## config.mk

```make
export PLATFORM = sky130hd
export DESIGN_NAME = edge_wake_detector
export DESIGN_NICKNAME = d
export VERILOG_FILES = /design/src/rtl/edge_wake_pkg.sv /design/src/rtl/ewd_pin_sync.sv /design/src/rtl/ewd_gate_fsm.sv /design/src/rtl/ewd_cfg_regs.sv /design/src/rtl/ewd_event_latch.sv /design/src/rtl/edge_wake_detector.sv
export SDC_FILE = /design/constraint.sdc
export NUM_CORES = 1
export LEC_CHECK = 0
export BUFFER_PORTS_ARGS = -buffer_cell sky130_fd_sc_hd__buf_2
export CAP_MARGIN = 20
export CELL_PAD_IN_SITES_DETAIL_PLACEMENT = 1
export CELL_PAD_IN_SITES_GLOBAL_PLACEMENT = 1
export CORE_AREA = 2 2 161 194
export CTS_CLUSTER_SIZE = 25
export DETAILED_ROUTE_END_ITERATION = 8
export DIE_AREA = 0 0 163 196
export GPL_TIMING_DRIVEN = 0
export PLACE_DENSITY_LB_ADDON = 0.3
export SYNTH_ARGS = -nofsm -noshare
export SYNTH_HDL_FRONTEND = slang
export SYNTH_SLANG_ARGS = --single-unit
```

## constraint.sdc

```tcl
create_clock -name clk -period 4.3 [get_ports clk]
set_clock_uncertainty 0.15 [all_clocks]
set_input_delay 0.86 -clock clk [delete_from_list [all_inputs] [get_ports clk]]
set_output_delay 0.86 -clock clk [all_outputs]
set_load 0.05 [all_outputs]
```

## src/rtl/edge_wake_pkg.sv

```systemverilog
package edge_wake_pkg;

    localparam int ADDR_W = 3;

    localparam logic [ADDR_W-1:0] REG_RISE_IRQ  = 3'd0;
    localparam logic [ADDR_W-1:0] REG_FALL_IRQ  = 3'd1;
    localparam logic [ADDR_W-1:0] REG_RISE_WAKE = 3'd2;
    localparam logic [ADDR_W-1:0] REG_FALL_WAKE = 3'd3;
    localparam logic [ADDR_W-1:0] REG_SLEEP_CTL = 3'd4;
    localparam logic [ADDR_W-1:0] REG_STATUS    = 3'd5;
    localparam logic [ADDR_W-1:0] REG_CLEAR     = 3'd6;

    typedef enum logic [1:0] {
        GATE_ARMED  = 2'd0,
        GATE_FORCED = 2'd1,
        GATE_DRAIN  = 2'd2
    } gate_state_e;

endpackage

```

## src/rtl/ewd_pin_sync.sv

```systemverilog
module ewd_pin_sync #(
    parameter int NPINS  = 32,
    parameter int STAGES = 2
) (
    input  logic             clk,
    input  logic             rst_n,
    input  logic [NPINS-1:0] pins_i,
    output logic [NPINS-1:0] rise_o,
    output logic [NPINS-1:0] fall_o
);
    logic [STAGES-1:0][NPINS-1:0] stage_q;
    logic [NPINS-1:0]             prev_q;
    logic [NPINS-1:0]             cur;

    assign cur = stage_q[STAGES-1];

    always_ff @(posedge clk or negedge rst_n) begin
        if (!rst_n) begin
            stage_q <= '0;
            prev_q  <= '0;
        end else begin
            stage_q[0] <= pins_i;
            for (int s = 1; s < STAGES; s++) begin
                stage_q[s] <= stage_q[s-1];
            end
            prev_q <= cur;
        end
    end

    // Edge detection: the synchronised value against its value one clock earlier.
    genvar g;
    generate
        for (g = 0; g < NPINS; g++) begin : g_edge
            assign rise_o[g] =  cur[g] & ~prev_q[g];
            assign fall_o[g] = ~cur[g] &  prev_q[g];
        end
    endgenerate

endmodule

```

## src/rtl/ewd_gate_fsm.sv

```systemverilog
module ewd_gate_fsm
    import edge_wake_pkg::*;
#(
    parameter int SYNC_STAGES = 2
) (
    input  logic clk,
    input  logic rst_n,
    input  logic force_i,
    output logic capture_en_o
);
    localparam int DRAIN_CYCLES = SYNC_STAGES - 1;
    localparam int CNT_W        = (DRAIN_CYCLES > 1) ? $clog2(DRAIN_CYCLES) : 1;
    localparam logic [CNT_W-1:0] DRAIN_LOAD = CNT_W'(DRAIN_CYCLES - 1);

    gate_state_e      state_q, state_d;
    logic [CNT_W-1:0] cnt_q;

    always_comb begin
        state_d = state_q;
        unique case (state_q)
            GATE_ARMED:  if (force_i) state_d = GATE_FORCED;
            GATE_FORCED: if (!force_i) state_d = GATE_DRAIN;
            GATE_DRAIN: begin
                if (force_i)            state_d = GATE_FORCED;
                else if (cnt_q == '0)   state_d = GATE_ARMED;
            end
            default:                    state_d = GATE_ARMED;
        endcase
    end

    always_ff @(posedge clk or negedge rst_n) begin
        if (!rst_n) begin
            state_q <= GATE_ARMED;
            cnt_q   <= '0;
        end else begin
            state_q <= state_d;
            if (state_q == GATE_FORCED)
                cnt_q <= DRAIN_LOAD;
            else if (state_q == GATE_DRAIN && cnt_q != '0)
                cnt_q <= cnt_q - 1'b1;
        end
    end

    always_comb begin
        capture_en_o = (state_q == GATE_ARMED);
    end

    // release of force always passes through the drain state
    a_r7_release_drains: assert property (@(posedge clk) disable iff (!rst_n)
        (state_q == GATE_FORCED && !force_i) |=> (state_q == GATE_DRAIN));

    // a force seen while armed closes the gate next cycle
    a_r7_force_closes: assert property (@(posedge clk) disable iff (!rst_n)
        force_i |=> !capture_en_o);

endmodule

```

## src/rtl/ewd_cfg_regs.sv

```systemverilog
module ewd_cfg_regs
    import edge_wake_pkg::*;
#(
    parameter int NPINS = 32
) (
    input  logic              clk,
    input  logic              rst_n,
    input  logic              bus_we,
    input  logic [ADDR_W-1:0] bus_addr,
    input  logic [NPINS-1:0]  bus_wdata,
    input  logic [NPINS-1:0]  status_i,
    output logic [NPINS-1:0]  bus_rdata,
    output logic [NPINS-1:0]  rise_irq_q,
    output logic [NPINS-1:0]  fall_irq_q,
    output logic [NPINS-1:0]  rise_wake_q,
    output logic [NPINS-1:0]  fall_wake_q,
    output logic [NPINS-1:0]  sleep_ctl_q,
    output logic [NPINS-1:0]  clr_mask_o
);
    localparam logic [NPINS-1:0] ALL_ONES = {NPINS{1'b1}};

    always_ff @(posedge clk or negedge rst_n) begin
        if (!rst_n) begin
            rise_irq_q  <= '0;
            fall_irq_q  <= ALL_ONES;
            rise_wake_q <= '0;
            fall_wake_q <= ALL_ONES;
            sleep_ctl_q <= ALL_ONES;
        end else if (bus_we) begin
            case (bus_addr)
                REG_RISE_IRQ:  rise_irq_q  <= bus_wdata;
                REG_FALL_IRQ:  fall_irq_q  <= bus_wdata;
                REG_RISE_WAKE: rise_wake_q <= bus_wdata;
                REG_FALL_WAKE: fall_wake_q <= bus_wdata;
                REG_SLEEP_CTL: sleep_ctl_q <= bus_wdata;
                default: ;
            endcase
        end
    end

    assign clr_mask_o = (bus_we && bus_addr == REG_CLEAR) ? bus_wdata : '0;

    always_comb begin
        case (bus_addr)
            REG_RISE_IRQ:  bus_rdata = rise_irq_q;
            REG_FALL_IRQ:  bus_rdata = fall_irq_q;
            REG_RISE_WAKE: bus_rdata = rise_wake_q;
            REG_FALL_WAKE: bus_rdata = fall_wake_q;
            REG_SLEEP_CTL: bus_rdata = sleep_ctl_q;
            REG_STATUS:    bus_rdata = status_i;
            default:       bus_rdata = '0;
        endcase
    end

endmodule

```

## src/rtl/ewd_event_latch.sv

```systemverilog
module ewd_event_latch #(
    parameter int NPINS = 32
) (
    input  logic             clk,
    input  logic             rst_n,
    input  logic [NPINS-1:0] rise_i,
    input  logic [NPINS-1:0] fall_i,
    input  logic             capture_en_i,
    input  logic             sleep_i,
    input  logic [NPINS-1:0] rise_irq_i,
    input  logic [NPINS-1:0] fall_irq_i,
    input  logic [NPINS-1:0] rise_wake_i,
    input  logic [NPINS-1:0] fall_wake_i,
    input  logic [NPINS-1:0] sleep_ctl_i,
    input  logic [NPINS-1:0] clr_mask_i,
    output logic [NPINS-1:0] status_q,
    output logic [NPINS-1:0] wake_q
);
    logic [NPINS-1:0] set_vec, wake_set, status_d, wake_d;

    genvar g;
    generate
        for (g = 0; g < NPINS; g++) begin : g_pin
            logic irq_hit, wake_hit;
            assign irq_hit  = (rise_i[g] & rise_irq_i[g]) | (fall_i[g] & fall_irq_i[g]);
            // sleep-control 0 means wake detection enabled for this pin
            assign wake_hit = ((rise_i[g] & rise_wake_i[g]) | (fall_i[g] & fall_wake_i[g]))
                              & sleep_i & ~sleep_ctl_i[g];
            assign set_vec[g]  = capture_en_i & (irq_hit | wake_hit);
            assign wake_set[g] = capture_en_i & wake_hit;
            // a new event takes precedence over a clear in the same cycle
            assign status_d[g] = (status_q[g] & ~clr_mask_i[g]) | set_vec[g];
            assign wake_d[g]   = (wake_q[g]   & ~clr_mask_i[g]) | wake_set[g];
        end
    endgenerate

    always_ff @(posedge clk or negedge rst_n) begin
        if (!rst_n) begin
            status_q <= '0;
            wake_q   <= '0;
        end else begin
            status_q <= status_d;
            wake_q   <= wake_d;
        end
    end

    // while the gate is closed no status bit may newly rise
    a_r7_no_capture_gated: assert property (@(posedge clk) disable iff (!rst_n)
        !capture_en_i |=> ((status_q & ~$past(status_q)) == '0));

    // cleared bits without a competing event read zero next cycle
    a_r4_clear_drops: assert property (@(posedge clk) disable iff (!rst_n)
        (|(clr_mask_i & ~set_vec)) |=> ((status_q & $past(clr_mask_i & ~set_vec)) == '0));

    // an event colliding with a clear leaves the bit set
    a_r5_edge_beats_clear: assert property (@(posedge clk) disable iff (!rst_n)
        (|(clr_mask_i & set_vec)) |=>
            ((status_q & $past(clr_mask_i & set_vec)) == $past(clr_mask_i & set_vec)));

    // with no edge and no clear, status holds
    a_r3_quiet_holds: assert property (@(posedge clk) disable iff (!rst_n)
        (rise_i == '0 && fall_i == '0 && clr_mask_i == '0) |=> $stable(status_q));

endmodule

```

## src/rtl/edge_wake_detector.sv

```systemverilog
module edge_wake_detector
    import edge_wake_pkg::*;
#(
    parameter int NPINS       = 32,
    parameter int SYNC_STAGES = 2
) (
    input  logic             clk,
    input  logic             rst_n,
    input  logic [NPINS-1:0] pins_i,
    input  logic             force_i,
    input  logic             sleep_i,
    input  logic             bus_we,
    input  logic [2:0]       bus_addr,
    input  logic [NPINS-1:0] bus_wdata,
    output logic [NPINS-1:0] bus_rdata,
    output logic             irq_o,
    output logic             wake_o
);
    logic [NPINS-1:0] rise, fall;
    logic [NPINS-1:0] rise_irq, fall_irq, rise_wake, fall_wake, sleep_ctl, clr_mask;
    logic [NPINS-1:0] status, wake_pend;
    logic             capture_en;

    ewd_pin_sync #(.NPINS(NPINS), .STAGES(SYNC_STAGES)) sync_i (
        .clk(clk), .rst_n(rst_n), .pins_i(pins_i), .rise_o(rise), .fall_o(fall)
    );

    ewd_gate_fsm #(.SYNC_STAGES(SYNC_STAGES)) gate_i (
        .clk(clk), .rst_n(rst_n), .force_i(force_i), .capture_en_o(capture_en)
    );

    ewd_cfg_regs #(.NPINS(NPINS)) regs_i (
        .clk(clk), .rst_n(rst_n), .bus_we(bus_we), .bus_addr(bus_addr),
        .bus_wdata(bus_wdata), .status_i(status), .bus_rdata(bus_rdata),
        .rise_irq_q(rise_irq), .fall_irq_q(fall_irq), .rise_wake_q(rise_wake),
        .fall_wake_q(fall_wake), .sleep_ctl_q(sleep_ctl), .clr_mask_o(clr_mask)
    );

    ewd_event_latch #(.NPINS(NPINS)) latch_i (
        .clk(clk), .rst_n(rst_n), .rise_i(rise), .fall_i(fall),
        .capture_en_i(capture_en), .sleep_i(sleep_i),
        .rise_irq_i(rise_irq), .fall_irq_i(fall_irq),
        .rise_wake_i(rise_wake), .fall_wake_i(fall_wake),
        .sleep_ctl_i(sleep_ctl), .clr_mask_i(clr_mask),
        .status_q(status), .wake_q(wake_pend)
    );

    always_comb begin
        irq_o  = |(status & (rise_irq | fall_irq));
        wake_o = |wake_pend;
    end

    // a wake request can only start after a cycle with sleep active
    a_r8_wake_needs_sleep: assert property (@(posedge clk) disable iff (!rst_n)
        $rose(wake_o) |-> $past(sleep_i));

    // no interrupt without a latched status bit
    a_r6_irq_needs_status: assert property (@(posedge clk) disable iff (!rst_n)
        (status == '0) |-> !irq_o);

endmodule

```

# [Word level (Yosys, flattened, before mapping)]
# Cells that the tools add are included.
[op_classes] addsub=1 n_reduce_logical=13 bitwise_logic=674 eq_ne=11 muxes=9
[op_table] operator="AND 1 bit" n=384
[op_table] operator="one-hot mux 32 bit (6 select lines)" n=1
[op_table] operator="bitwise OR 1 bit" n=160
[op_table] operator="inverter 1 bit" n=128
[op_table] operator="OR reduction 32 bit" n=2
[op_table] operator="AND 32 bit" n=1
[op_table] operator="2-to-1 mux 32 bit" n=1
[op_table] operator="bitwise OR 32 bit" n=1
[op_table] operator="AND reduction 2 bit" n=5
[op_table] operator="equality test 3 bit, second input constant" n=3
[op_table] operator="2-to-1 mux 2 bit" n=4
[op_table] operator="equality test 3 x 2 -> 1 bit, second input constant" n=2
[op_table] operator="one-hot mux 2 bit (3 select lines)" n=1
[op_table] operator="!= test 2 bit, second input constant" n=2
[op_table] operator="equality test 3 x 1 -> 1 bit, second input constant" n=1
[op_table] operator="logical NOT 3 bit" n=1
[op_table] operator="!= test 3 bit, second input constant" n=1
[op_table] operator="AND reduction 3 bit" n=1
[op_table] operator="equality test 2 x 1 -> 1 bit, second input constant" n=1
[op_table] operator="equality test 2 bit, second input constant" n=1
[op_table] operator="logical AND 1 bit" n=2
[op_table] operator="logical NOT 2 bit" n=1
[op_table] operator="2-to-1 mux 1 bit" n=2
[op_table] operator="nonzero test 2 bit" n=1
[op_table] operator="subtractor 1 bit, second input constant" n=1
[word_totals] word_cells=720 regBits=323

# [Longest topological paths before layout]
# Gate-level depths: netlist of run 1.
[logic_depth] word_depth=9 ltp_mapped=5 depth_no_buf=4

# [By module]
# Synthesis of run 1 repeated with hierarchy kept, for this count alone.
[hier_totals] hier_cells=1118 hier_area_um2=14705.4
[modules_own_cells] mod="ewd_cfg_regs" seq_area_each_um2=4124.0 area_each_um2=7920.1 cells_each=595 instances=1
[modules_own_cells] mod="ewd_event_latch" seq_area_each_um2=1601.5 area_each_um2=3400.8 cells_each=299 instances=1
[modules_own_cells] mod="ewd_pin_sync" seq_area_each_um2=2402.3 area_each_um2=2962.8 cells_each=160 instances=1
[modules_own_cells] mod="edge_wake_detector" seq_area_each_um2=0.0 area_each_um2=301.5 cells_each=54 instances=1
[modules_own_cells] mod="ewd_gate_fsm" seq_area_each_um2=75.1 area_each_um2=120.1 cells_each=10 instances=1

# [Least setup slack after synthesis of run 1]
# OpenSTA, ideal clock, no wires.
[synth_path] path_kind="input to output" from="input port bus_addr[1]" to="output port bus_rdata[11]" n_path_buf=2 slack_ns=1.293 t_required_ns=3.290 arrival_time_ns=1.997 stages=5 path_cell_list="and3b_1 clkbuf_1 clkbuf_1 a22oi_1 nand3_1"
[synth_between] elab_chain_len=2 word_cells_on_any_way=7
[synth_rtl] element="start: declaration" line="edge_wake_detector.sv:13" source="input logic [2:0] bus_addr,"
[synth_rtl] element="equality test 3 bit, or another cell as far along" line="ewd_cfg_regs.sv:44" source="case (bus_addr)"
[synth_rtl] element="one-hot mux 32 bit (6 select lines) *" line="ewd_cfg_regs.sv:44"
[synth_rtl] element="end: declaration" line="edge_wake_detector.sv:15" source="output logic [NPINS-1:0] bus_rdata,"
# Every way passes the cells marked *; elsewhere a longest branch is shown, timed or not.

# [Worst setup path after layout of run 1]
[layout_path] from="input port bus_addr[2]" to="output port bus_rdata[22]"
# The elaborated chain is that of the path after synthesis.

==> results of run 1 <==
==> kinds of logic after synthesis <==
group,after synthesis,synth area share
compound gates,257,0.147
simple gates,201,0.0832
mux,161,0.136
buf+inv,49,0.0199
flops,323,0.614
==> per-stage QoR <==
step,TNS (ps),setup slack (ps),hold WS (ps)
floorplan,0,1290,181
global placement,-1042750,-3870,182
detailed placement,0,145,186
CTS,0,140,146
global route,0,65.9,163
finish,0,132,127
==> critical path, stage by stage <==
cell and delay, ps:
sky130_fd_sc_hd__buf_2 170, sky130_fd_sc_hd__nor3b_2 550, sky130_fd_sc_hd__clkbuf_1 900, sky130_fd_sc_hd__a22oi_1 220
sky130_fd_sc_hd__nand3_1 160, sky130_fd_sc_hd__buf_2 280
==> cell type report <==
type | count | area [um2]
multi-input cells | 619 | 4890
well taps | 396 | 495
repair buffers | 108 | 618
plain buffers | 49 | 265
fillers | 3063 | 14600
diodes | 2 | 5.00
clock buffers | 45 | 985
flip-flops and latches | 323 | 8200
clock inverters | 19 | 190
==> cells in the mapped netlist (all sizes together) (23+ instances only) <==
master and instances:
buf 23, a22o 32, a21o 32, a22oi 128
o21ai 32, mux2 161, dfstp 96, nand2 37
nor3 33, clkbuf 26, nand3 32, dfrtp 227
nor2b 64, a221o 32
==> how the worst max path moves through the flow <==
stage                           start                       to  slack (ps)  cells after the start
final                     bus_addr[2]            bus_rdata[22]         130                      6
after global placement          rst_n  sync_i.cur[5]$_DFF_PN0_       -3870                      1
after detailed placement  bus_addr[2]            bus_rdata[22]         150                      6
after CTS                 bus_addr[2]            bus_rdata[22]         140                      6
after global routing      bus_addr[2]            bus_rdata[14]          70                      6
after floorplan           bus_addr[1]            bus_rdata[11]        1290                      5
==> layer usage <==
layer / wire length, um / track usage
met5: 13 / 0
met4: 1340 / 0.0875
met3: 1930 / 0.0431
met1: 16400 / 0.321
met2: 19600 / 0.430
==> power by group through the flow <==
stage          Sequential [mW]  Clock [mW]  Combinational (mW)
5_1_grt                   4.37        3.24                1.54
3_5_place_dp              4.31           0                1.43
6_report                  4.29        3.08                1.43
3_3_place_gp              4.28           0                1.38
4_1_cts                   4.27        3.12                1.44
2_1_floorplan             4.13           0               0.995
==> layout by cell type, fill, tap and decap left out, types with 10 or more instances in the layout <==
master / count
sky130_fd_sc_hd__a21o_1: 32
sky130_fd_sc_hd__a221o_1: 32
sky130_fd_sc_hd__a22o_1: 32
sky130_fd_sc_hd__a22oi_1: 128
sky130_fd_sc_hd__buf_2: 115
sky130_fd_sc_hd__clkbuf_1: 30
sky130_fd_sc_hd__clkbuf_16: 36
sky130_fd_sc_hd__clkinv_2: 12
sky130_fd_sc_hd__dfrtp_1: 227
sky130_fd_sc_hd__dfstp_2: 96
sky130_fd_sc_hd__mux2_1: 91
sky130_fd_sc_hd__mux2_2: 70
sky130_fd_sc_hd__nand2_1: 37
sky130_fd_sc_hd__nand3_1: 32
sky130_fd_sc_hd__nand4_1: 10
sky130_fd_sc_hd__nor2b_1: 64
sky130_fd_sc_hd__nor3_1: 32
sky130_fd_sc_hd__nor4_1: 10
sky130_fd_sc_hd__o21ai_0: 32
==> state kept, by name, summed over array words and instances (netlist names) <==
signal and count:
gate_i.cnt_q 1, sync_i.stage_q 32, regs_i.fall_wake_q 32, latch_i.status_q 32, regs_i.sleep_ctl_q 32, regs_i.fall_irq_q 32, regs_i.rise_irq_q 32, gate_i.state_q 2
regs_i.rise_wake_q 32, sync_i.cur 32, latch_i.wake_q 32, sync_i.prev_q 32
==> PnR_summary.wiki, run 1 <==
{| class="wikitable"
! Metric !! Value
|-
| Largest voltage drop on the vdd net || 0.000426 V
|-
| Number of antenna violations at the first check in global routing || 3
|-
| Switching power total || 2.58 mW
|-
| Post-route design area || 15,700 um2
|-
| Worst min path class || in -> async
|-
| Fmax achieved || 0.240 GHz
|-
| Synth Flop Type || sky130_fd_sc_hd__dfrtp_1
|-
| Total global-route track usage || 0.251
|-
| Maximum number of pins on one net before global-route repair || 90
|-
| Startpoint of the lowest-slack register-to-register path || gate_i.state_q[0]$_DFFE_PN0P_
|-
| Wire per inst || 25.2 um
|-
| 1st-pass router iterations || 5
|-
| Worst-skew pair later-pin latency || 530 ps
|-
| Placement Rows || 70
|-
| Cell Count, Final, Fillers Out || 1,561
|-
| Part of the total power dissipated in combinational logic || 0.162
|-
| Count of flip-flops with a built-in enable after synthesis || 0
|-
| Root buf cell || sky130_fd_sc_hd__clkbuf_16
|-
| Number of warnings reported in the yosys synthesis log || 0
|-
| Portion of the post-synthesis area used by sequential elements || 0.614
|-
| Worst relative slew slack || 0.242
|-
| Destination of the worst register-to-register timing path || latch_i.status_q[18]$_DFF_PN0_
|-
| Slack of the worst reg-to-reg path || 1780 ps
|-
| Via count of the first global-routing pass || 10,100
|-
| Post-route core utilization || 0.518
|-
| Initial detailed-routing violation count || 698
|-
| Worst setup path class || in -> out
|-
| Sequential Power Share || 0.488
|-
| Die Wd || 163 um
|-
| Antenna-violating nets left || 0
|-
| Maximum buffer depth of the clock tree || 3
|-
| Cell Int Power || 6.21 mW
|-
| RSZ-0062 raised after global routing || false
|-
| Transition time of the tightest slew-check pin || 1140 ps
|-
| Initial cell density of the core || 0.442
|-
| Fraction of synthesis flops using an asynchronous set or reset pin || 1.00
|-
| Static Leakage || 6.59 nW
|-
| Critical path startpoint category || input port
|-
| Detailed-route via count || 9,372
|-
| Wire length after detailed routing || 39.3 mm
|-
| DPL Wire Length || 26.2 mm
|-
| Quantity of I/O buffers inserted on ports || 105
|-
| Final Slew Violations || 0
|-
| Number of flip-flops and latches in the synthesized netlist || 323
|-
| Share of power burned in the clock network || 0.350
|-
| Worst path arrival time || 3160 ps
|-
| Biggest area consumer among synthesized cells || sky130_fd_sc_hd__dfrtp_1
|-
| Cell variety after synth || 27
|-
| Number of gates given a new drive strength after cts || 0
|-
| Vert. Die Dim || 196 um
|-
| Clock tree from TritonCTS || done
|-
| Final setup violation count || 0
|-
| Clock-pin slew on the worst setup and hold paths || 60 ps
|-
| Final Wtd Congestion || 0.846
|-
| Cell total after placement || 1,495
|-
| Ratio of final minimum period to clock period || 0.969
|-
| Biggest area contributors in the synthesized netlist || sky130_fd_sc_hd__dfrtp_1, sky130_fd_sc_hd__dfstp_2, sky130_fd_sc_hd__mux2_1
|-
| CTS buffer count || 35
|-
| Count of hold buffers inserted by post-cts repair || 0
|-
| DP Area || 14,500 um2
|-
| GR Overflow Total || 0
|-
| Number of max-cap violations || 0
|-
| Run status || finished clean
|-
| Post-synthesis instance total || 991
|-
| Global-route wire length before repair || 60.6 mm
|-
| Top cell type's share of synthesized area || 0.425
|-
| Layout cells sized above 1 || 0.312
|-
| Sw frac || 0.294
|-
| Full die area || 31,900 um2
|-
| Area of the core || 30,200 um2
|-
| Routed via count divided by cell count || 6.00
|-
| Data required time at the worst endpoint || 3290 ps
|-
| Count of endpoints failing hold in the final timing report || 0
|-
| Post-Synthesis Net Count || 1,063
|-
| Element type at the critical path end || output port
|-
| Buffer count from post-CTS setup fixing || 0
|-
| DRC Markers || 0
|-
| CTS HTree Levels || 2
|-
| Worst Path Max Fanout || 10
|-
| Mapped Area || 13,400 um2
|-
| Overall Power || 8.79 mW
|-
| Number of nets in the layout || 1,208
|-
| Sinks on the clock net || 323
|-
| Layout area overhead || 17.2%
|-
| Top Ports || 106
|-
| Syn avg cell area || 13.5 um2
|-
| Number of cells on the worst reg-to-reg path || 5
|-
| Shortest clock period the worst path allows after layout || 4170 ps
|-
| Power per standard cell area || 561 nW/um2
|}
Note: power is estimated with default switching activity, not from simulation.
==> inputs of run 2 (changes only) <==
--- a/config.mk
+++ b/config.mk
@@ -5,7 +5,6 @@
 export SDC_FILE = /design/constraint.sdc
 export NUM_CORES = 1
 export LEC_CHECK = 0
-export BUFFER_PORTS_ARGS = -buffer_cell sky130_fd_sc_hd__buf_2
 export CAP_MARGIN = 20
 export CELL_PAD_IN_SITES_DETAIL_PLACEMENT = 1
 export CELL_PAD_IN_SITES_GLOBAL_PLACEMENT = 1
@@ -13,6 +12,7 @@
 export CTS_CLUSTER_SIZE = 25
 export DETAILED_ROUTE_END_ITERATION = 8
 export DIE_AREA = 0 0 163 196
+export DONT_BUFFER_PORTS = 1
 export GPL_TIMING_DRIVEN = 0
 export PLACE_DENSITY_LB_ADDON = 0.3
 export SYNTH_ARGS = -nofsm -noshare
==> PnR_summary.wiki, run 2 (synthesis gave the netlist of run 1 again) <==
{| class="wikitable"
! Metric !! Value
|-
| Element type at the critical path end || output port
|-
| Count of endpoints failing hold in the final timing report || 126 (+126)
|-
| Root buf cell || sky130_fd_sc_hd__clkbuf_16
|-
| Worst relative slew slack || 0.279 (+0.0372)
|-
| Static Leakage || 6.09 nW (-7.6%)
|-
| Detailed-route via count || 8,914 (-4.9%)
|-
| Layout area overhead || 12.1%
|-
| DP Area || 13,900 um2 (-4.3%)
|-
| Total global-route track usage || 0.249 (-0.00170)
|-
| Ratio of final minimum period to clock period || 0.927 (-0.0419)
|-
| RSZ-0062 raised after global routing || false
|-
| Vert. Die Dim || 196 um (unchanged)
|-
| Sw frac || 0.286 (-0.00774)
|-
| Data required time at the worst endpoint || 3290 ps (about the same)
|-
| Top Ports || 106 (unchanged)
|-
| Layout cells sized above 1 || 0.234 (-0.0778)
|-
| Number of gates given a new drive strength after cts || 0 (unchanged)
|-
| Largest voltage drop on the vdd net || 0.000459 V (+7.8%)
|-
| Post-route design area || 15,000 um2 (-4.3%)
|-
| Worst path arrival time || 2980 ps (-180 ps)
|-
| Part of the total power dissipated in combinational logic || 0.149 (-0.013)
|-
| Worst-skew pair later-pin latency || 520 ps (about the same)
|-
| Final Wtd Congestion || 0.845 (about the same)
|-
| Number of antenna violations at the first check in global routing || 0 (-3)
|-
| Maximum buffer depth of the clock tree || 3 (unchanged)
|-
| Shortest clock period the worst path allows after layout || 3990 ps (-180 ps)
|-
| Crit path max-delay family || simple AND/OR/NAND/NOR gates
|-
| Fillcell total || 3,068 (+0.16%)
|-
| Global-route wire length before repair || 59.2 mm (-2.3%)
|-
| Quantity of I/O buffers inserted on ports || 0 (-100%)
|-
| Wire length after detailed routing || 38.9 mm (-1.0%)
|-
| Initial detailed-routing violation count || 655 (-6.2%)
|-
| Buffer count from post-CTS setup fixing || 0 (unchanged)
|-
| Worst hold slack || -105 ps (-232 ps)
|-
| Final-layout setup total negative slack || 0 ps (unchanged)
|-
| Fmax achieved || 0.251 GHz (+4.5%)
|-
| Transition time of the tightest slew-check pin || 1080 ps (-55.8 ps)
|-
| Startpoint of the lowest-slack register-to-register path || gate_i.state_q[0]$_DFFE_PN0P_
|-
| Via count of the first global-routing pass || 9,605 (-4.5%)
|-
| Sequential Power Share || 0.505 (+0.017)
|-
| Worst min path class || in -> async
|-
| DRC Markers || 0 (unchanged)
|-
| Number of max-cap violations || 0 (unchanged)
|-
| Final Slew Violations || 0 (unchanged)
|-
| 1st-pass router iterations || 5 (unchanged)
|-
| Worst setup startpoint || bus_addr[1]
|-
| GR Overflow Total || 0 (unchanged)
|-
| Die Wd || 163 um (unchanged)
|-
| Failing checks || negative hold slack
|-
| Switching power total || 2.43 mW (-6.0%)
|-
| Sinks on the clock net || 323 (unchanged)
|-
| Area of the core || 30,200 um2 (unchanged)
|-
| Routed via count divided by cell count || 6.15 (+2.4%)
|-
| Antenna-violating nets left || 0 (unchanged)
|-
| Number of buffers and inverters on the critical path || 1 (-2)
|-
| Placement Rows || 70 (unchanged)
|-
| Highest-count cells in the layout ignoring fill and taps || sky130_fd_sc_hd__dfrtp_1, sky130_fd_sc_hd__a22oi_1, sky130_fd_sc_hd__dfstp_2
|-
| Clock tree from TritonCTS || done
|-
| Maximum number of pins on one net before global-route repair || 324 (+260%)
|-
| Peak per-stage delay on the critical path || 800 ps (-100 ps)
|-
| Wire per inst || 26.8 um (+6.5%)
|-
| Antenna diode count || 0 (-2)
|-
| Share of power burned in the clock network || 0.347 (-0.003)
|-
| Initial cell density of the core || 0.442 (unchanged)
|-
| Cell Int Power || 6.06 mW (-2.4%)
|-
| Commonest non-fill, non-tap cell in the layout || sky130_fd_sc_hd__dfrtp_1
|-
| Worst Path Max Fanout || 10 (unchanged)
|-
| Final setup violation count || 0 (unchanged)
|-
| Worst setup path class || in -> out
|-
| Number of nets in the layout || 1,100 (-8.9%)
|-
| CTS buffer count || 35 (unchanged)
|-
| Power per standard cell area || 567 nW/um2 (+0.90%)
|-
| CTS HTree Levels || 2 (unchanged)
|-
| Cell with the biggest individual delay on the critical path || sky130_fd_sc_hd__clkbuf_1
|-
| Critical path startpoint category || input port
|-
| Run status || complete, but fails checks
|-
| DPL Wire Length || 25.2 mm (-3.7%)
|-
| List of cells traversed by the critical path || nor3b_2 -> clkbuf_1 -> a22oi_1 -> nand3_1
|-
| Full die area || 31,900 um2 (unchanged)
|-
| Clock-pin slew on the worst setup and hold paths || 60 ps (about the same)
|}
==> run 2: cell types whose count changed in the layout (fill, tap and decap cells not counted), moves of 3 or more <==
cell / previous run / this run
sky130_fd_sc_hd__clkbuf_1: 30 / 37
sky130_fd_sc_hd__clkinv_2: 12 / 6
sky130_fd_sc_hd__clkbuf_8: 5 / 9
sky130_fd_sc_hd__buf_16: 3 / 0
sky130_fd_sc_hd__buf_2: 115 / 11
sky130_fd_sc_hd__bufinv_16: 3 / 0
==> run 2: area by class of cell <==
class | instances | area (um2) | area share
Buffer | 49 | 265 | 0.0177
Clock buffer | 57 | 1090 | 0.0728
Clock inverter | 6 | 30.0 | 0.00200
Multi-Input combinational cell | 619 | 4890 | 0.327
Sequential cell | 323 | 8200 | 0.548
Tap cell | 396 | 495 | 0.0331
==> run 2: metal layers <==
metal / vias up / track usage / part of all wire
li1: 3836 / - / -
met1: 4741 / 0.303 / 0.40
met2: 256 / 0.424 / 0.50
met3: 81 / 0.0626 / 0.064
met4: 0 / 0.0987 / 0.038
met5: - / 0 / 0
==> run 2: through the flow <==
stage                     setup slack, ps  std cells  hold slack, ps   util  total power, mW
after floorplan                      1290        991             181      -             5.13
after global placement                306       1387             182  0.459             5.50
after detailed placement              303       1387             186  0.459             5.57
after CTS                             300       1450            -120  0.496             8.54
after global routing                  224       1450            -123  0.496             8.85
final                                 312       1450            -105  0.496             8.49
==> run 2: worst paths after layout <==
path | endpoint | slack, ps | cells after the start
hold reg to reg | sync_i.cur[16]$_DFF_PN0_ | 190 | 0
max in group asynchronous | sync_i.stage_q[29]$_DFF_PN0_ | 3550 | 0
hold / removal | sync_i.cur[28]$_DFF_PN0_ | -110 | 0
setup / recovery | bus_rdata[21] | 310 | 4
min in group clk | sync_i.cur[16]$_DFF_PN0_ | 190 | 0
setup reg to reg | latch_i.status_q[14]$_DFF_PN0_ | 1840 | 5
==> run 2: power by group through the flow <==
stage | registers, mW | logic, mW | clock network (mW)
after detailed placement | 4.31 | 1.26 | 0
after global routing | 4.36 | 1.36 | 3.13
after floorplan | 4.13 | 0.995 | 0
after global placement | 4.28 | 1.22 | 0
after CTS | 4.27 | 1.27 | 3.00
final | 4.28 | 1.26 | 2.94
